### src/rtl/sft_pkg.sv
package sft_pkg;
    typedef enum logic [2:0] {
        S_IDLE,
        S_START,
        S_DATA,
        S_PARITY,
        S_STOP
    } tx_state_t;

    localparam logic [2:0] PAR_NONE  = 3'd0;
    localparam logic [2:0] PAR_ODD   = 3'd1;
    localparam logic [2:0] PAR_EVEN  = 3'd2;
    localparam logic [2:0] PAR_MARK  = 3'd3;
    localparam logic [2:0] PAR_SPACE = 3'd4;

    localparam logic [1:0] STOP_ONE      = 2'd0;
    localparam logic [1:0] STOP_ONE_HALF = 2'd1;
    localparam logic [1:0] STOP_TWO      = 2'd2;
    localparam logic [1:0] STOP_HALF     = 2'd3;
endpackage

### src/rtl/sft_word_prep.sv
module sft_word_prep #(
    parameter int MAXB = 9,
    parameter int MINB = 5,
    localparam int LW = $clog2(MAXB + 1)
) (
    input  logic [MAXB-1:0] word,
    input  logic [LW-1:0]   len_req,
    input  logic            msb_first,
    input  logic [2:0]      par_mode,
    output logic [MAXB-1:0] bits,
    output logic [LW-1:0]   len,
    output logic            par_en,
    output logic            par_bit
);
    import sft_pkg::*;

    logic ones_odd;

    always_comb begin
        if (len_req < LW'(MINB))
            len = LW'(MINB);
        else if (len_req > LW'(MAXB))
            len = LW'(MAXB);
        else
            len = len_req;

        ones_odd = 1'b0;
        for (int i = 0; i < MAXB; i++) begin
            bits[i] = 1'b0;
            if (i < int'(len)) begin
                ones_odd = ones_odd ^ word[i];
                if (msb_first)
                    bits[i] = word[int'(len) - 1 - i];
                else
                    bits[i] = word[i];
            end
        end

        par_en  = 1'b1;
        par_bit = 1'b0;
        unique case (par_mode)
            PAR_ODD:   par_bit = ~ones_odd;
            PAR_EVEN:  par_bit = ones_odd;
            PAR_MARK:  par_bit = 1'b1;
            PAR_SPACE: par_bit = 1'b0;
            default:   par_en  = 1'b0;
        endcase
    end
endmodule

### src/rtl/sft_bit_timer.sv
module sft_bit_timer #(
    parameter int CW = 17
) (
    input  logic          clk,
    input  logic          rst_n,
    input  logic          load,
    input  logic [CW-1:0] load_val,
    output logic [CW-1:0] cnt,
    output logic          expire
);
    always_ff @(posedge clk or negedge rst_n) begin
        if (!rst_n)
            cnt <= '0;
        else if (load)
            cnt <= load_val;
        else if (cnt != '0)
            cnt <= cnt - 1'b1;
    end

    assign expire = (cnt == '0);

    // each bit time runs down one clock at a time
    a_r3_count_down: assert property (@(posedge clk) disable iff (!rst_n)
        (!load && cnt != '0) |=> cnt == $past(cnt) - 1'b1);
endmodule

### src/rtl/serial_frame_tx.sv
module serial_frame_tx #(
    parameter int DIV_W = 16,
    parameter int MAXB  = 9,
    parameter int MINB  = 5,
    localparam int LW   = $clog2(MAXB + 1)
) (
    input  logic             clk,
    input  logic             rst_n,
    input  logic             in_valid,
    output logic             in_ready,
    input  logic [MAXB-1:0]  in_data,
    input  logic [DIV_W-1:0] cfg_div,
    input  logic [LW-1:0]    cfg_len,
    input  logic [2:0]       cfg_parity,
    input  logic [1:0]       cfg_stop,
    input  logic             cfg_msb_first,
    input  logic             cfg_inv_line,
    input  logic             cfg_inv_data,
    output logic             tx_out,
    output logic             busy
);
    import sft_pkg::*;

    localparam int CW = DIV_W + 1;

    tx_state_t        state, nxt;
    logic [MAXB-1:0]  shreg;
    logic [LW-1:0]    len_q, bit_idx;
    logic             par_en_q, par_bit_q, inv_line_q, inv_data_q;
    logic [DIV_W-1:0] div_q, div_eff;
    logic [CW-1:0]    stop_q, stop_eff;

    logic [MAXB-1:0]  prep_bits;
    logic [LW-1:0]    prep_len;
    logic             prep_par_en, prep_par_bit;

    logic             accept, tmr_load, tmr_exp;
    logic [CW-1:0]    tmr_val, tmr_cnt;

    sft_word_prep #(.MAXB(MAXB), .MINB(MINB)) u_prep (
        .word     (in_data),
        .len_req  (cfg_len),
        .msb_first(cfg_msb_first),
        .par_mode (cfg_parity),
        .bits     (prep_bits),
        .len      (prep_len),
        .par_en   (prep_par_en),
        .par_bit  (prep_par_bit)
    );

    sft_bit_timer #(.CW(CW)) u_timer (
        .clk     (clk),
        .rst_n   (rst_n),
        .load    (tmr_load),
        .load_val(tmr_val),
        .cnt     (tmr_cnt),
        .expire  (tmr_exp)
    );

    assign in_ready = (state == S_IDLE);
    assign busy     = (state != S_IDLE);
    assign accept   = in_valid && in_ready;

    always_comb begin
        div_eff = (cfg_div < DIV_W'(2)) ? DIV_W'(2) : cfg_div;
        unique case (cfg_stop)
            STOP_ONE:      stop_eff = {1'b0, div_eff};
            STOP_ONE_HALF: stop_eff = {1'b0, div_eff} + {2'b0, div_eff[DIV_W-1:1]};
            STOP_TWO:      stop_eff = {div_eff, 1'b0};
            default:       stop_eff = {2'b0, div_eff[DIV_W-1:1]};
        endcase
    end

    // next state and bit timer reload
    always_comb begin
        nxt      = state;
        tmr_load = 1'b0;
        tmr_val  = '0;
        unique case (state)
            S_IDLE: if (accept) begin
                nxt      = S_START;
                tmr_load = 1'b1;
                tmr_val  = {1'b0, div_eff} - 1'b1;
            end
            S_START: if (tmr_exp) begin
                nxt      = S_DATA;
                tmr_load = 1'b1;
                tmr_val  = {1'b0, div_q} - 1'b1;
            end
            S_DATA: if (tmr_exp) begin
                tmr_load = 1'b1;
                if (bit_idx != len_q - 1'b1) begin
                    tmr_val = {1'b0, div_q} - 1'b1;
                end else if (par_en_q) begin
                    nxt     = S_PARITY;
                    tmr_val = {1'b0, div_q} - 1'b1;
                end else begin
                    nxt     = S_STOP;
                    tmr_val = stop_q - 1'b1;
                end
            end
            S_PARITY: if (tmr_exp) begin
                nxt      = S_STOP;
                tmr_load = 1'b1;
                tmr_val  = stop_q - 1'b1;
            end
            S_STOP: if (tmr_exp) nxt = S_IDLE;
            default: nxt = S_IDLE;
        endcase
    end

    // state register and per-frame capture
    always_ff @(posedge clk or negedge rst_n) begin
        if (!rst_n) begin
            state      <= S_IDLE;
            shreg      <= '0;
            len_q      <= LW'(MINB);
            bit_idx    <= '0;
            par_en_q   <= 1'b0;
            par_bit_q  <= 1'b0;
            inv_line_q <= 1'b0;
            inv_data_q <= 1'b0;
            div_q      <= DIV_W'(2);
            stop_q     <= CW'(2);
        end else begin
            state <= nxt;
            if (accept) begin
                shreg      <= prep_bits;
                len_q      <= prep_len;
                bit_idx    <= '0;
                par_en_q   <= prep_par_en;
                par_bit_q  <= prep_par_bit;
                inv_line_q <= cfg_inv_line;
                inv_data_q <= cfg_inv_data;
                div_q      <= div_eff;
                stop_q     <= stop_eff;
            end else if (state == S_DATA && tmr_exp) begin
                shreg   <= shreg >> 1;
                bit_idx <= bit_idx + 1'b1;
            end
        end
    end

    // line level
    always_comb begin
        unique case (state)
            S_IDLE:   tx_out = ~cfg_inv_line;
            S_START:  tx_out = inv_line_q;
            S_DATA:   tx_out = shreg[0] ^ inv_data_q ^ inv_line_q;
            S_PARITY: tx_out = par_bit_q ^ inv_data_q ^ inv_line_q;
            S_STOP:   tx_out = ~inv_line_q;
            default:  tx_out = ~cfg_inv_line;
        endcase
    end

    // start level appears in the cycle after acceptance
    a_r2_start_level: assert property (@(posedge clk) disable iff (!rst_n)
        (in_valid && in_ready) |=> (busy && tx_out == $past(cfg_inv_line)));

    // data phase ends only after the last configured bit
    a_r3_len_done: assert property (@(posedge clk) disable iff (!rst_n)
        ($past(state) == S_DATA && state != S_DATA) |-> $past(bit_idx) == len_q - 1'b1);

    // end of stop period frees the input
    a_r8_ready_after_stop: assert property (@(posedge clk) disable iff (!rst_n)
        (state == S_STOP && tmr_exp) |=> in_ready);

    // captured configuration holds during a frame
    a_r9_cfg_frozen: assert property (@(posedge clk) disable iff (!rst_n)
        (busy && $past(busy)) |-> ($stable(len_q) && $stable(div_q) && $stable(stop_q)
            && $stable(par_en_q) && $stable(par_bit_q) && $stable(inv_line_q) && $stable(inv_data_q)));

    // first bit time is never shorter than two clocks
    a_r10_div_floor: assert property (@(posedge clk) disable iff (!rst_n)
        (in_valid && in_ready) |=> tmr_cnt != '0);
endmodule

### config.mk
export PLATFORM = sky130hd
export DESIGN_NAME = serial_frame_tx
export DESIGN_NICKNAME = d
export VERILOG_FILES = /design/src/rtl/sft_pkg.sv /design/src/rtl/sft_word_prep.sv /design/src/rtl/sft_bit_timer.sv /design/src/rtl/serial_frame_tx.sv
export SDC_FILE = /design/constraint.sdc
export NUM_CORES = 1
export LEC_CHECK = 0
export ABC_CLOCK_PERIOD_IN_PS = 4900
export BUFFER_PORTS_ARGS = -buffer_cell sky130_fd_sc_hd__buf_2
export CORE_ASPECT_RATIO = 0.7
export CORE_UTILIZATION = 40
export CTS_BUF_LIST = sky130_fd_sc_hd__clkbuf_4
export DETAILED_ROUTE_END_ITERATION = 8
export HOLD_SLACK_MARGIN = 0.12
export PLACE_DENSITY = 0.58
export SETUP_SLACK_MARGIN = 0.2
export SYNTH_ARGS = -nofsm -noshare
export SYNTH_HDL_FRONTEND = slang
export SYNTH_SLANG_ARGS = --single-unit
### constraint.sdc
create_clock -name clk -period 4.9 [get_ports clk]
set_clock_uncertainty 0.1 [all_clocks]
set_input_delay 0.245 -clock clk [delete_from_list [all_inputs] [get_ports clk]]
set_output_delay 0.245 -clock clk [all_outputs]
set_load 0.01 [all_outputs]
==> flow_summary.yaml <==
timing:
  hold_viol_final: 0
  layout_min_cycle_time_ps: 4010
  max_slew_margin_pct: 27.35
  rsz0062_at_grt: "false"
  tns_ps: 0
  whs_ps: 148.8
  fin_ws_ps: 890.1
  tightest_slew_ps: 1080
  slew_violations: 0
  finalSetupViolations: 0
  period_share_pct: 81.84
  fmax_mhz: 249.4
placement:
  io_buffers: 42
  place.gp.congestion: 0.8504
  hpwl_mm: 13.75
  pre_cts_ws_ps: 766.5
layout:
  finalNetCount: 925
  layout.cells.most_common_list: "nand2_1 (102), dfrtp_1 (70), xnor2_1 (59), o21ai_0 (56), ha_1 (56)"
  final_common_cell: "nand2_1"
  drive_above_1_share_pct: 13.93
  areaGrowthSynthToFinish_pct: 9.439
  diodes: 0
power:
  p_comb_share_pct: 25.6
  power_frac_seq_pct: 45.9
  power.density_mw_per_mm2: 176.4
  leakagePower_nw: 3.164
  swShare_pct: 31.78
  intPower_w: 0.0009079
  ir_drop_mv: 0.09034
  p_sw_w: 0.0004229
  pwr-share-clk_pct: 28.6
global_route:
  antenna_found_initial: 0
  first_global_vias: 5364
  grt_usage_pct: 21.17
  grt.overflow.total: 0
  grt_pass1_wl_mm: 29.84
  grt_max_degree: 75
critical_path:
  ff2ff_setup_slack_ps: 1720
  ff2ff_path_depth: 9
  r2r_end: "u_timer.cnt[16]$_DFFE_PN0P_"
  worst_ep_required_time_ps: 5130
  startpoint: "cfg_div[12]"
  reg2reg_from: "len_q[0]$_DFFE_PN1P_"
  worst-endpoint-arrival_ps: 4240
  path_max_fanout: 8
  start_kind: "input pin"
  worstSetupPathType: "input pin to register"
  cp-end-kind: "register"
clocking:
  numCtsBuffers: 9
  cts.sinks: 74
  path_clk_slew_ps: 120
  ctsHtreeMaxLevel: 3
  cts_root_buffer: "clkbuf_4"
  cts_resized: 0
  clock_path_buffers: 2
  cts_tree: "yes"
  clk_latency_ps: 440
die:
  die_w_um: 158.9
  initial_utilization_pct: 41.55
  die_area_mm2: 0.01777
  core_mm2: 0.01659
  rows: 39
  dieHeight_um: 111.8
  io_pins: 43
job:
  timing.max_cap.violations: 0
synthesis:
  synth.cell_area_mm2: 0.006893
  synth_edf_count: 0
  synth-seq-cells: 74
  synth_area_per_cell_um2: 8.638
  ys.flop_type: "dfrtp_1"
  synthAdderAreaFrac_pct: 10.46
  seq_area_frac_synth_pct: 26.94
  syn_nets: 895
  synthMuxAreaShare_pct: 9.693
  ys_types: 75
  yosys_warnings: 0
  syn_inst: 798
  synth_top_family_by_area: "simple AND/OR/NAND/NOR gates"
  synthXorXnorAreaFrac_pct: 11.05
  synthArstFlopShare_pct: 100.0
  synth_compound_area_share_pct: 17.50
  yosys.area_share.simple_pct: 18.90
routing:
  vias: 5842
  antenna_left: 0
  routedWlPerCell_um: 17.10
  via_per_inst: 5.522
  dr.first_iter.drc_count: 451
  drc: 0
  wl_mm: 18.09
  first_pass_iters: 5
worst_hold_path:
  min_to: "shreg[1]$_DFFE_PN0P_"
  hold-path-cell-count: 3
  hold_path.class: "input pin to register"
  min-delay-start: "in_data[1]"
status:
  status: "completed"
==> state kept, by name, summed over array words and instances (netlist names) <==
| name | count |
|---|---|
| bit_idx | 4 |
| div_q | 16 |
| inv_data_q | 1 |
| inv_line_q | 1 |
| len_q | 4 |
| par_bit_q | 1 |
| par_en_q | 1 |
| shreg | 9 |
| state | 3 |
| stop_q | 17 |
| u_timer.cnt | 17 |
==> layer usage <==
layer | vias up | routed length (um) | track usage (%)
li1 | 2905 | - | -
met1 | 2768 | 10150 | 35.52
met2 | 162 | 6783 | 27.25
met3 | 7 | 1029 | 3.241
met4 | 0 | 129 | 4.487
met5 | - | 0 | 0
==> power by group through the flow <==
| stage | combinational [W] | sequential (W) | clock, W |
|---|---|---|---|
| 5_1_grt | 0.000375 | 0.000611 | 0.000419 |
| 3_5_place_dp | 0.000325 | 0.000622 | 0 |
| 6_report | 0.000340 | 0.000611 | 0.000380 |
| 2_1_floorplan | 0.000225 | 0.000622 | 0 |
| 3_3_place_gp | 0.000326 | 0.000622 | 0 |
| 4_1_cts | 0.000336 | 0.000611 | 0.000391 |
==> worst max-delay path, cell delays in order <==
cell and delay [ps]:
dlygate4sd3_1 520, buf_2 200, nor4_1 80, nand4_1 90
buf_4 150, nor2b_1 390, inv_1 210, ha_1 270
fa_1 430, a21oi_1 170, o211a_1 200, o21ai_0 100
a21oi_1 230, o21ai_0 210, or3b_2 490, a32o_1 250
==> metrics by stage <==
step | std cells | utilization (%) | area (um^2) | power, W
after floorplan | 798 | - | 6893 | 0.0008475
after global placement | 1026 | 43.67 | 7246 | 0.0009484
after detailed placement | 1026 | 43.67 | 7246 | 0.0009476
after CTS | 1058 | 45.47 | 7543 | 0.001337
after global routing | 1058 | 45.47 | 7543 | 0.001405
final | 1058 | 45.47 | 7543 | 0.001331
==> how the worst max path moves through the flow <==
stage                        endpoint  slack [ps]
2_1_floorplan    shreg[2]$_DFFE_PN0P_        1270
3_3_place_gp   stop_q[14]$_DFFE_PN0P_         910
3_5_place_dp   stop_q[14]$_DFFE_PN0P_         770
4_1_cts        stop_q[14]$_DFFE_PN0P_         950
5_1_grt        stop_q[14]$_DFFE_PN0P_         600
6_report       stop_q[14]$_DFFE_PN0P_         890
==> final cells by class <==
class                           instances  area [um^2]
Clock inverter                          7        70.07
Multi-Input combinational cell        633         4666
Sequential cell                        74         1857
Clock buffer                            9        67.56
Fill cell                            1683         9047
Timing Repair Buffer                   67        440.4
Inverter                               43        161.4
Tap cell                              225        281.5
==> synth_stat cells (all sizes together), types with 6 or more instances <==
master  number  area (um^2)
a21oi       50        250.2
buf          9        68.81
clkbuf      39        146.4
dfrtp       70         1752
ha          56        700.7
inv         42        157.7
mux2         6        67.56
mux2i       15        150.1
mux4        20        450.4
nand2      103        386.6
nand2b      11        76.32
nand3       15        75.07
nor2        49        186.4
nor3        20        100.1
nor4        12        75.07
nor4b        6        67.56
o21ai       57        285.3
o22ai       15        112.6
o31ai        6        45.04
or4          9        76.32
xnor2       59        516.8
xor2        28        245.2
==> kinds of logic (layout without fill, tap and decap cells) <==
group | count (synthesis) | in the layout
AO/OA/AOI/OAI | 188 | 188
XOR/XNOR | 87 | 87
adder cells (fa/ha/maj) | 57 | 57
buffers and inverters | 91 | 126
flip-flops | 74 | 74
multiplexers | 41 | 41
AND/OR/NAND/NOR | 260 | 260
==> timing repair <==
action | 4_1_cts | 5_1_grt
setup buffers | 0 | 0
hold buffers | 16 | 0
hold endpoints to repair | 86 | 0
No activity file was read; power rests on OpenSTA's default activity.
